--- src/rtl/noise_voice_pkg.sv ---
package noise_voice_pkg;

  // bit 2: white (1) / periodic (0); bits 1:0: rate select
  typedef struct packed {
    logic       white;
    logic [1:0] rate;
  } noise_ctrl_t;

  localparam logic [1:0] RATE_FOLLOW = 2'd3;

  // Ticks between shifts for a rate selection.
  function automatic int unsigned shift_period(input logic [1:0] rate,
                                               input int unsigned tone_half,
                                               input int unsigned base_log2);
    if (rate == RATE_FOLLOW) return tone_half << 1;
    return 32'd1 << (base_log2 + 32'(rate));
  endfunction

  // Second tap only participates in white mode.
  function automatic logic feedback_bit(input logic tap_a, input logic tap_b,
                                        input logic white, input logic xnor_fb);
    return tap_a ^ (white & (tap_b ^ xnor_fb));
  endfunction

endpackage

--- src/rtl/noise_ctrl_reg.sv ---
module noise_ctrl_reg
  import noise_voice_pkg::*;
#(
  parameter bit RESEED_ON_CHANGE = 1'b0
) (
  input  logic        clk,
  input  logic        rst,
  input  logic        wr,
  input  noise_ctrl_t wdata,
  output noise_ctrl_t ctrl_q,
  output logic        reseed
);

  logic mode_flip;
  assign mode_flip = wdata.white != ctrl_q.white;

  generate
    if (RESEED_ON_CHANGE) begin : g_on_change
      assign reseed = wr && mode_flip;
    end else begin : g_on_any
      assign reseed = wr;
    end
  endgenerate

  always_ff @(posedge clk) begin
    if (rst)     ctrl_q <= '0;
    else if (wr) ctrl_q <= wdata;
  end

  // a write lands in the control word on the next cycle
  assert_ctrl_capture_R5: assert property (@(posedge clk) disable iff (rst)
    wr |=> ctrl_q == $past(wdata));

  // without a write the control word holds
  assert_ctrl_hold_R9: assert property (@(posedge clk) disable iff (rst)
    !wr |=> $stable(ctrl_q));

endmodule

--- src/rtl/noise_period_ctr.sv ---
module noise_period_ctr
  import noise_voice_pkg::*;
#(
  parameter int unsigned TONE_W    = 11,
  parameter int unsigned CNT_W     = 12,
  parameter int unsigned BASE_LOG2 = 5
) (
  input  logic              clk,
  input  logic              rst,
  input  logic              tick,
  input  logic [1:0]        rate,
  input  logic [TONE_W-1:0] tone_half,
  output logic              step
);

  logic [CNT_W-1:0] cnt_q;
  logic [CNT_W-1:0] period;

  assign period = CNT_W'(shift_period(rate, 32'(tone_half), BASE_LOG2));
  // expired when one decrement would reach zero or below
  assign step   = tick && (cnt_q <= CNT_W'(1));

  always_ff @(posedge clk) begin
    if (rst)       cnt_q <= '0;
    else if (tick) cnt_q <= step ? period : cnt_q - CNT_W'(1);
  end

  // idle cycles leave the count alone
  assert_cnt_idle_R7: assert property (@(posedge clk) disable iff (rst)
    !tick |=> $stable(cnt_q));

  // expiry reloads the live period
  assert_cnt_reload_R6: assert property (@(posedge clk) disable iff (rst)
    step |=> cnt_q == $past(period));

  // non-expiring ticks count down by one
  assert_cnt_down_R5: assert property (@(posedge clk) disable iff (rst)
    (tick && !step) |=> cnt_q == $past(cnt_q) - CNT_W'(1));

endmodule

--- src/rtl/noise_shift_reg.sv ---
module noise_shift_reg
  import noise_voice_pkg::*;
#(
  parameter int unsigned W       = 15,
  parameter int unsigned TAP_A   = 0,
  parameter int unsigned TAP_B   = 1,
  parameter bit          XNOR_FB = 1'b0
) (
  input  logic         clk,
  input  logic         rst,
  input  logic         step,
  input  logic         reseed,
  input  logic         white,
  output logic [W-1:0] lfsr_q
);

  localparam logic [W-1:0] SEED = W'(1) << (W - 1);

  logic fb;
  assign fb = feedback_bit(lfsr_q[TAP_A], lfsr_q[TAP_B], white, XNOR_FB);

  always_ff @(posedge clk) begin
    if (rst || reseed) lfsr_q <= SEED;
    else if (step)     lfsr_q <= {fb, lfsr_q[W-1:1]};
  end

  // reseed loads the single top bit
  assert_reseed_value_R8: assert property (@(posedge clk) disable iff (rst)
    reseed |=> lfsr_q == SEED);

  // a shift moves every bit one place right
  assert_shift_right_R2: assert property (@(posedge clk) disable iff (rst)
    (step && !reseed) |=> lfsr_q[W-2:0] == $past(lfsr_q[W-1:1]));

  // periodic mode recirculates tap A alone
  assert_ring_feed_R4: assert property (@(posedge clk) disable iff (rst)
    (step && !reseed && !white) |=> lfsr_q[W-1] == $past(lfsr_q[TAP_A]));

  // white mode combines both taps
  assert_white_feed_R3: assert property (@(posedge clk) disable iff (rst)
    (step && !reseed && white) |=>
      lfsr_q[W-1] == ($past(lfsr_q[TAP_A]) ^ $past(lfsr_q[TAP_B]) ^ XNOR_FB));

  // no shift and no reseed leaves the register alone
  assert_reg_hold_R7: assert property (@(posedge clk) disable iff (rst)
    (!step && !reseed) |=> $stable(lfsr_q));

endmodule

--- src/rtl/noise_lfsr_voice.sv ---
module noise_lfsr_voice
  import noise_voice_pkg::*;
#(
  parameter int unsigned LFSR_W           = 15,
  parameter int unsigned TAP_A            = 0,
  parameter int unsigned TAP_B            = 1,
  parameter bit          XNOR_FB          = 1'b0,
  parameter bit          RESEED_ON_CHANGE = 1'b0,
  parameter int unsigned TONE_W           = 11,
  parameter int unsigned BASE_LOG2        = 5
) (
  input  logic              clk,
  input  logic              rst,
  input  logic              tick,
  input  logic              ctrl_wr,
  input  logic [2:0]        ctrl_data,
  input  logic [TONE_W-1:0] tone2_half,
  output logic              noise_out
);

  localparam int unsigned CNT_W =
    (TONE_W + 1 > BASE_LOG2 + 3) ? TONE_W + 1 : BASE_LOG2 + 3;

  noise_ctrl_t       ctrl_q;
  logic              reseed;
  logic              step;
  logic [LFSR_W-1:0] lfsr_q;

  noise_ctrl_reg #(.RESEED_ON_CHANGE(RESEED_ON_CHANGE)) u_ctrl (
    .clk    (clk),
    .rst    (rst),
    .wr     (ctrl_wr),
    .wdata  (noise_ctrl_t'(ctrl_data)),
    .ctrl_q (ctrl_q),
    .reseed (reseed)
  );

  noise_period_ctr #(.TONE_W(TONE_W), .CNT_W(CNT_W), .BASE_LOG2(BASE_LOG2)) u_cnt (
    .clk       (clk),
    .rst       (rst),
    .tick      (tick),
    .rate      (ctrl_q.rate),
    .tone_half (tone2_half),
    .step      (step)
  );

  noise_shift_reg #(.W(LFSR_W), .TAP_A(TAP_A), .TAP_B(TAP_B), .XNOR_FB(XNOR_FB)) u_sr (
    .clk    (clk),
    .rst    (rst),
    .step   (step),
    .reseed (reseed),
    .white  (ctrl_q.white),
    .lfsr_q (lfsr_q)
  );

  assign noise_out = lfsr_q[0];

  // the seed never shows a 1 on the output
  assert_seed_quiet_R8: assert property (@(posedge clk) disable iff (rst)
    reseed |=> !noise_out);

  // a write alone never shifts the register
  assert_write_no_shift_R10: assert property (@(posedge clk) disable iff (rst)
    (ctrl_wr && !tick && !reseed) |=> $stable(noise_out));

endmodule

--- config.mk ---
export PLATFORM = sky130hd
export DESIGN_NAME = noise_lfsr_voice
export DESIGN_NICKNAME = d
export VERILOG_FILES = /design/src/rtl/noise_voice_pkg.sv /design/src/rtl/noise_ctrl_reg.sv /design/src/rtl/noise_period_ctr.sv /design/src/rtl/noise_shift_reg.sv /design/src/rtl/noise_lfsr_voice.sv
export SDC_FILE = /design/constraint.sdc
export NUM_CORES = 1
export LEC_CHECK = 0
export BUFFER_PORTS_ARGS = -buffer_cell sky130_fd_sc_hd__buf_2
export CAP_MARGIN = 20
export CORE_MARGIN = 4
export CORE_UTILIZATION = 31
export DETAILED_ROUTE_END_ITERATION = 8
export MAX_ROUTING_LAYER = met4
export PLACE_DENSITY = 0.53
export SYNTH_ARGS = -nofsm -noshare
export SYNTH_HDL_FRONTEND = slang
export SYNTH_SLANG_ARGS = --single-unit
--- constraint.sdc ---
create_clock -name clk -period 4.4 [get_ports clk]
set_input_delay 0.66 -clock clk [delete_from_list [all_inputs] [get_ports clk]]
set_output_delay 0.66 -clock clk [all_outputs]
set_load 0.05 [all_outputs]
==> results of run 1 <==
[tightest hold or removal path, stage by stage, from the launching register on]
cell and delay (ns):
dfxtp_1 0.31, nand2_1 0.05, a21oi_1 0.05
[synth_stat cells (all sizes together) (4+ instances only)]
master  instances
nand2          36
dfxtp          30
a21oi          25
nor2           14
o21ai          11
nor3           10
clkbuf          6
buf             5
inv             5
mux2i           4
nand3           4
or3             4
[through the flow]
step	cell area [sq um]	instances	hold slack, ns	util
after floorplan	1505	189	0.4321	-
after global placement	1620	264	0.4402	0.3430
after detailed placement	1620	264	0.4463	0.3430
after CTS	1715	272	0.4550	0.3632
after global routing	1715	272	0.4730	0.3632
final	1715	272	0.4510	0.3632
[routing by layer]
metal | up-vias | wire (um) | GRT usage
li1 | 695 | - | -
met1 | 602 | 1743 | 0.1670
met2 | 32 | 1462 | 0.1721
met3 | 5 | 176 | 0.03480
met4 | 0 | 59 | 0.04804
met5 | - | 0 | -
[power by group]
part / leakage, nW / total (W) / switching, W / internal (W)
Sequential: 0.244 / 0.000356 / 0.0000475 / 0.000308
Combinational: 0.308 / 0.000381 / 0.000229 / 0.000152
Clock: 0.0472 / 0.000232 / 0.000106 / 0.000125
[sequential cells by signal, summed over array words and instances (netlist names)]
signal and count:
u_sr.lfsr_q 15, u_cnt.cnt_q 12, u_ctrl.ctrl_q 3
[cell type report]
cell class                      instances  area share
Clock buffer                            6     0.04814
Clock inverter                          2    0.007294
Inverter                                5     0.01094
Multi-Input combinational cell        143      0.4778
Sequential cell                        30      0.3501
Tap cell                               67     0.04887
Timing Repair Buffer                   19     0.05689
[cells by family after synthesis]
kind of cell,count (synthesis)
fa+ha+maj,2
simple gates,91
buf+inv,16
xor+xnor,1
compound gates,45
mux,4
flops,30
[final timing paths]
path / startpoint / to / slack, ns / cells past startpoint
setup / recovery: tick / u_cnt.cnt_q[9]$_SDFFE_PP0P_ / 2.06 / 7
hold / removal: u_sr.lfsr_q[5]$_SDFFE_PP0P_ / u_sr.lfsr_q[4]$_SDFFE_PP0P_ / 0.45 / 2
setup reg to reg: u_cnt.cnt_q[0]$_SDFFE_PP0P_ / u_cnt.cnt_q[7]$_SDFFE_PP0P_ / 2.14 / 7
hold reg to reg: u_sr.lfsr_q[5]$_SDFFE_PP0P_ / u_sr.lfsr_q[4]$_SDFFE_PP0P_ / 0.45 / 2
==> results by group, run 1 <==
Clock tree
  – CTS clock-pin slew for the worst setup and hold paths: 0.07 ns
  – Setup bufs post-CTS: 0
  – CTS tree: yes
  – CTS Root Buffer Type: clkbuf_8
  – Hold-fix buffers, CTS: 0
  – CTS Sinks: 30
  – CTS buffer count: 5
  – CTS Buffer Depth: 2
  – H-tree levels: 2
  – CTS resizes: 0
  – Clock Latency Late Sink: 0.28 ns

Routing
  – Vias per cell: 4.904
  – Initial detailed-routing violation count: 74
  – Avg WL per Cell: 12.65 um
  – Routed Antenna Nets: 0
  – DR DRC count: 0
  – Final wirelength: 3442 um
  – Drt first pass iters: 4
  – Via count: 1334

STA
  – Max-slew violation count: 0
  – Worst-margin pin slew: 0.5325 ns
  – FMAX: 427.8 MHz
  – Minimum clock period: 2.338 ns
  – Tcrit/Tclk final: 0.5313
  – Worst rel slew slack: 0.6441
  – Layout Skew: 0.004578 ns
  – Final WS setup: 2.062 ns
  – Final hold violations: 0
  – RSZ-0062 raised after global routing: no
  – Post-route setup TNS: 0 ns
  – Final setup viols: 0

Global route
  – Vias in the first global route: 1173
  – Initial antenna violation count: 0
  – Maximum number of pins on one net before global-route repair: 26
  – First-pass GRT wire length: 5692 um
  – Gr usage total: 0.1232
  – Global route overflow: 0

Die
  – CORE AREA: 4723 sq um
  – DIE HEIGHT: 77.68 um
  – Starting Density: 0.3187
  – Row cnt: 25
  – Die area: 6034 sq um
  – Chip Width: 77.68 um
  – # IOs: 19

Yosys
  – Seq/Total Area, Yosys: 0.3990
  – Post-synth EDFFs: 0
  – Largest family of logic cells by synthesized area: simple AND/OR/NAND/NOR gates
  – Dominant synthesized flop cell: dfxtp_1
  – FFs w/ async S/R, synth: 0
  – Number of synthesis warnings: 0
  – Synth cell types: 40
  – FF+latch count, synth: 30
  – Area leader, netlist: dfxtp_1
  – Top post-synthesis cells by area: dfxtp_1 40%, nand2_1 9.0%, a21oi_1 8.3%
  – Synth Area in XOR/XNOR: 0.005819
  – Multiplexer share of the synthesized area: 0.02660
  – Mean cell area of the mapped netlist: 7.964 sq um
  – Gate Count Post-Synth: 189
  – Synthesized Nets: 209
  – Fraction of the mapped netlist area in adder cells: 0.01663
  – Complex-gate fraction of the synthesized area: 0.1679
  – Synthesized area: 1505 sq um
  – Share of the synthesized area in the top cell type: 0.3990
  – Post-synthesis simple-gate area fraction: 0.3275

Finish
  – Multi-input logic area: 819.5 sq um
  – Share of cells above drive strength 1: 0.1707
  – Fin nets: 224
  – N_diodes: 0
  – Reg area: 600.6 sq um
  – Fillers: 514
  – Most frequent cells in the layout: 36 x nand2_1, 30 x dfxtp_1, 25 x a21oi_1
  – Commonest non-fill, non-tap cell in the layout: nand2_1
  – Area Growth Syn to Fin: 13.97%

Placed design
  – GPL Wtd Cong: 0.7831
  – Buffers on Ports: 18
  – Setup WS pre-CTS: 1.770 ns
  – DP Wirelength: 2393 um

Power and ir drop
  – Peak supply drop: 0.0002142 V
  – Power Density: 564.6 nW/um^2
  – Leak: 0.5991 nW
  – Power Total: 0.0009685 W

Worst setup path
  – Slowest stage delay, CP: 0.44 ns
  – Crit path required time: 4.55 ns
  – Crit path buffers/inverters: 2
  – CP top delay family: simple AND/OR/NAND/NOR gates
  – Crit. End Element: register
  – CP cell instances: buf_2 > or3b_4 > nor4_4 > buf_4 > nor3_1 > o21ai_0 > a21oi_1
  – CP Class: in -> reg
  – Crit path max fanout: 25
  – CP max stage cell: or3b_4
  – Data arrival, critical path: 2.49 ns
  – Critical Path Source Type: input pin

Flow run
  – Max Cap Violations: 0

Hold path
  – Hold WC Path Type: reg -> reg

Status
  – Run status: finished clean
Power figures use the tool's default switching activity.
==> run 2, diff against run 1 <==
==> constraint.sdc (replaced) <==
create_clock -name clk -period 2.25 [get_ports clk]
set_input_delay 0.3375 -clock clk [delete_from_list [all_inputs] [get_ports clk]]
set_output_delay 0.3375 -clock clk [all_outputs]
set_load 0.05 [all_outputs]
==> run 2 against run 1 <==
  * Setup slack got worse by 1.8 ns
  * Clock power up 140%
  * Critical path depth grew 1
  * Critical endpoint is now u_cnt.cnt_q[7]$_SDFFE_PP0P_
  * Highest routed layer unchanged
==> results by group, run 2 (synthesis results as in run 1) <==
Status
  – Run status: finished clean (unchanged)

Global route
  – Maximum number of pins on one net before global-route repair: 19 (was 26)
  – Gr usage total: 0.1358 (was 0.1232)
  – Initial antenna violation count: 0 (unchanged)
  – First-pass GRT wire length: 6244 um (was 5692 um)
  – Vias in the first global route: 1279 (was 1173)
  – Global route overflow: 0 (unchanged)

STA
  – Worst rel slew slack: 0.7398 (was 0.6441)
  – Final setup viols: 0 (unchanged)
  – Minimum clock period: 1.991 ns
  – Max-slew violation count: 0 (unchanged)
  – Worst hold margin: 0.2863 ns (was 0.4510 ns)
  – Worst-margin pin slew: 0.3849 ns (was 0.5325 ns)
  – Post-route setup TNS: 0 ns (unchanged)
  – RSZ-0062 raised after global routing: no (unchanged)
  – Tcrit/Tclk final: 0.8851
  – Layout Skew: 0.008150 ns (was 0.004578 ns)
  – Final hold violations: 0 (unchanged)
  – FMAX: 502.1 MHz

Die
  – Starting Density: 0.3187 (unchanged)
  – CORE AREA: 4723 sq um (unchanged)
  – DIE HEIGHT: 77.68 um (unchanged)
  – Chip Width: 77.68 um (unchanged)
  – # IOs: 19 (unchanged)
  – Die area: 6034 sq um (unchanged)
  – Row cnt: 25 (unchanged)

Finish
  – Fillers: 499 (was 514)
  – Final core utilization: 0.3748 (was 0.3632)
  – Share of cells above drive strength 1: 0.1866 (was 0.1707)
  – Reg area: 600.6 sq um (unchanged)
  – Reg with most FFs: u_sr.lfsr_q (unchanged)
  – Commonest non-fill, non-tap cell in the layout: nand2_1 (unchanged)
  – N_diodes: 0 (unchanged)
  – Top Registers: u_sr.lfsr_q (15), u_cnt.cnt_q (12), u_ctrl.ctrl_q (3) (unchanged)
  – Fin nets: 229 (was 224)
  – Area Growth Syn to Fin: 17.62% (was 13.97%)
  – Max FFs per register: 15 (unchanged)
  – Most frequent cells in the layout: 36 x nand2_1, 30 x dfxtp_1, 25 x a21oi_1 (unchanged)
  – Multi-input logic area: 819.5 sq um (unchanged)

Clock tree
  – CTS Root Buffer Type: clkbuf_8 (unchanged)
  – CTS resizes: 0 (unchanged)
  – H-tree levels: 2 (unchanged)
  – CTS Buffer Depth: 2 (unchanged)
  – Hold-fix buffers, CTS: 0 (unchanged)
  – Clock Latency Late Sink: 0.29 ns (was 0.28 ns)
  – CTS clock-pin slew for the worst setup and hold paths: 0.07 ns (about the same)
  – CTS Sinks: 30 (unchanged)
  – CTS buffer count: 5 (unchanged)
  – CTS tree: yes (unchanged)
  – Setup bufs post-CTS: 0 (unchanged)

Routing
  – Initial detailed-routing violation count: 96 (was 74)
  – Drt first pass iters: 4 (unchanged)
  – DR DRC count: 0 (unchanged)
  – Via count: 1347 (was 1334)
  – Avg WL per Cell: 12.97 um (was 12.65 um)
  – Vias per cell: 4.880 (was 4.904)
  – Routed Antenna Nets: 0 (unchanged)
  – Final wirelength: 3581 um (was 3442 um)

Flow run
  – Max Cap Violations: 0 (unchanged)

Worst setup path
  – Data arrival, critical path: 2.19 ns (was 2.49 ns)
  – Crit. End Element: register (unchanged)
  – Crit path max fanout: 15 (was 25)
  – CP cell instances: inv_1 > ha_1 > o21bai_1 > nor3_2 > nand2_1 > buf_4 > nand4b_1 > a311oi_1 (was buf_2 > or3b_4 > nor4_4 > buf_4 > nor3_1 > o21ai_0 > a21oi_1)
  – Critical Path Source Type: register (was input pin)
  – CP max stage cell: dfxtp_1 (was or3b_4)
  – Slowest stage delay, CP: 0.44 ns (about the same)
  – CP Class: reg -> reg (was in -> reg)
  – Crit path required time: 2.45 ns (was 4.55 ns)

Placed design
  – DP Wirelength: 2516 um (was 2393 um)
  – Buffers on Ports: 18 (unchanged)
  – GPL Wtd Cong: 0.7889 (was 0.7831)

Power and ir drop
  – Power Total: 0.002053 W (was 0.0009685 W)
  – Power Density: 1160 nW/um^2 (was 564.6 nW/um^2)
  – Peak supply drop: 0.0004108 V (was 0.0002142 V)
  – Leak: 0.6342 nW (was 0.5991 nW)

Hold path
  – Hold WC Path Type: in -> reg (was reg -> reg)
-- run 2: changes by cell type in the layout (fill, tap and decap cells not counted) --
cell	before	now
buf_4	1	6
bufinv_16	0	1
clkinv_2	1	0
clkinvlp_4	1	0
-- run 2: layout make-up --
type	instances	share of cell area
inverters	5	0.01060
multi-input cells	143	0.4629
repair buffers	24	0.07633
clock buffers	6	0.04664
clock inverters	1	0.01696
well taps	67	0.04735
flip-flops and latches	30	0.3392
-- run 2: power by group --
group	leakage (nW)	switching, W	internal (W)
Clock	0.0573	0.000209	0.000354
Sequential	0.244	0.0000780	0.000603
Combinational	0.333	0.000476	0.000333
-- run 2: worst max-delay path: cells and delay by family (launching register included) --
family	cells	cell delay (ns)
AO/OA/AOI/OAI	2	0.59
flip-flops	1	0.44
AND/OR/NAND/NOR	3	0.36
buffers and inverters	2	0.27
adder cells (fa/ha/maj)	1	0.25
-- run 2: worst paths after layout --
kind / startpoint / end / slack [ns] / depth (start not counted)
worst min-delay path: ctrl_data[1] / u_ctrl.ctrl_q[1]$_SDFFE_PP0P_ / 0.29 / 3
worst max-delay path: u_cnt.cnt_q[0]$_SDFFE_PP0P_ / u_cnt.cnt_q[7]$_SDFFE_PP0P_ / 0.26 / 8
worst min register to register: u_sr.lfsr_q[5]$_SDFFE_PP0P_ / u_sr.lfsr_q[4]$_SDFFE_PP0P_ / 0.45 / 2
worst max register to register: u_cnt.cnt_q[0]$_SDFFE_PP0P_ / u_cnt.cnt_q[7]$_SDFFE_PP0P_ / 0.26 / 8
-- run 2: stage by stage --
stage	worst slack [ns]	std cells	cell area, sq um
floorplan	0.5046	189	1505
global placement	0.3513	269	1658
detailed placement	0.2979	269	1658
CTS	0.2794	276	1770
global route	0.07161	276	1770
finish	0.2585	276	1770
-- run 2: per-layer routing --
metal / vias to the layer above / wire (um) / GRT usage
li1: 703 / - / -
met1: 607 / 1833 / 0.1838
met2: 31 / 1529 / 0.1875
met3: 6 / 145 / 0.03480
met4: 0 / 73 / 0.06406
met5: - / 0 / -
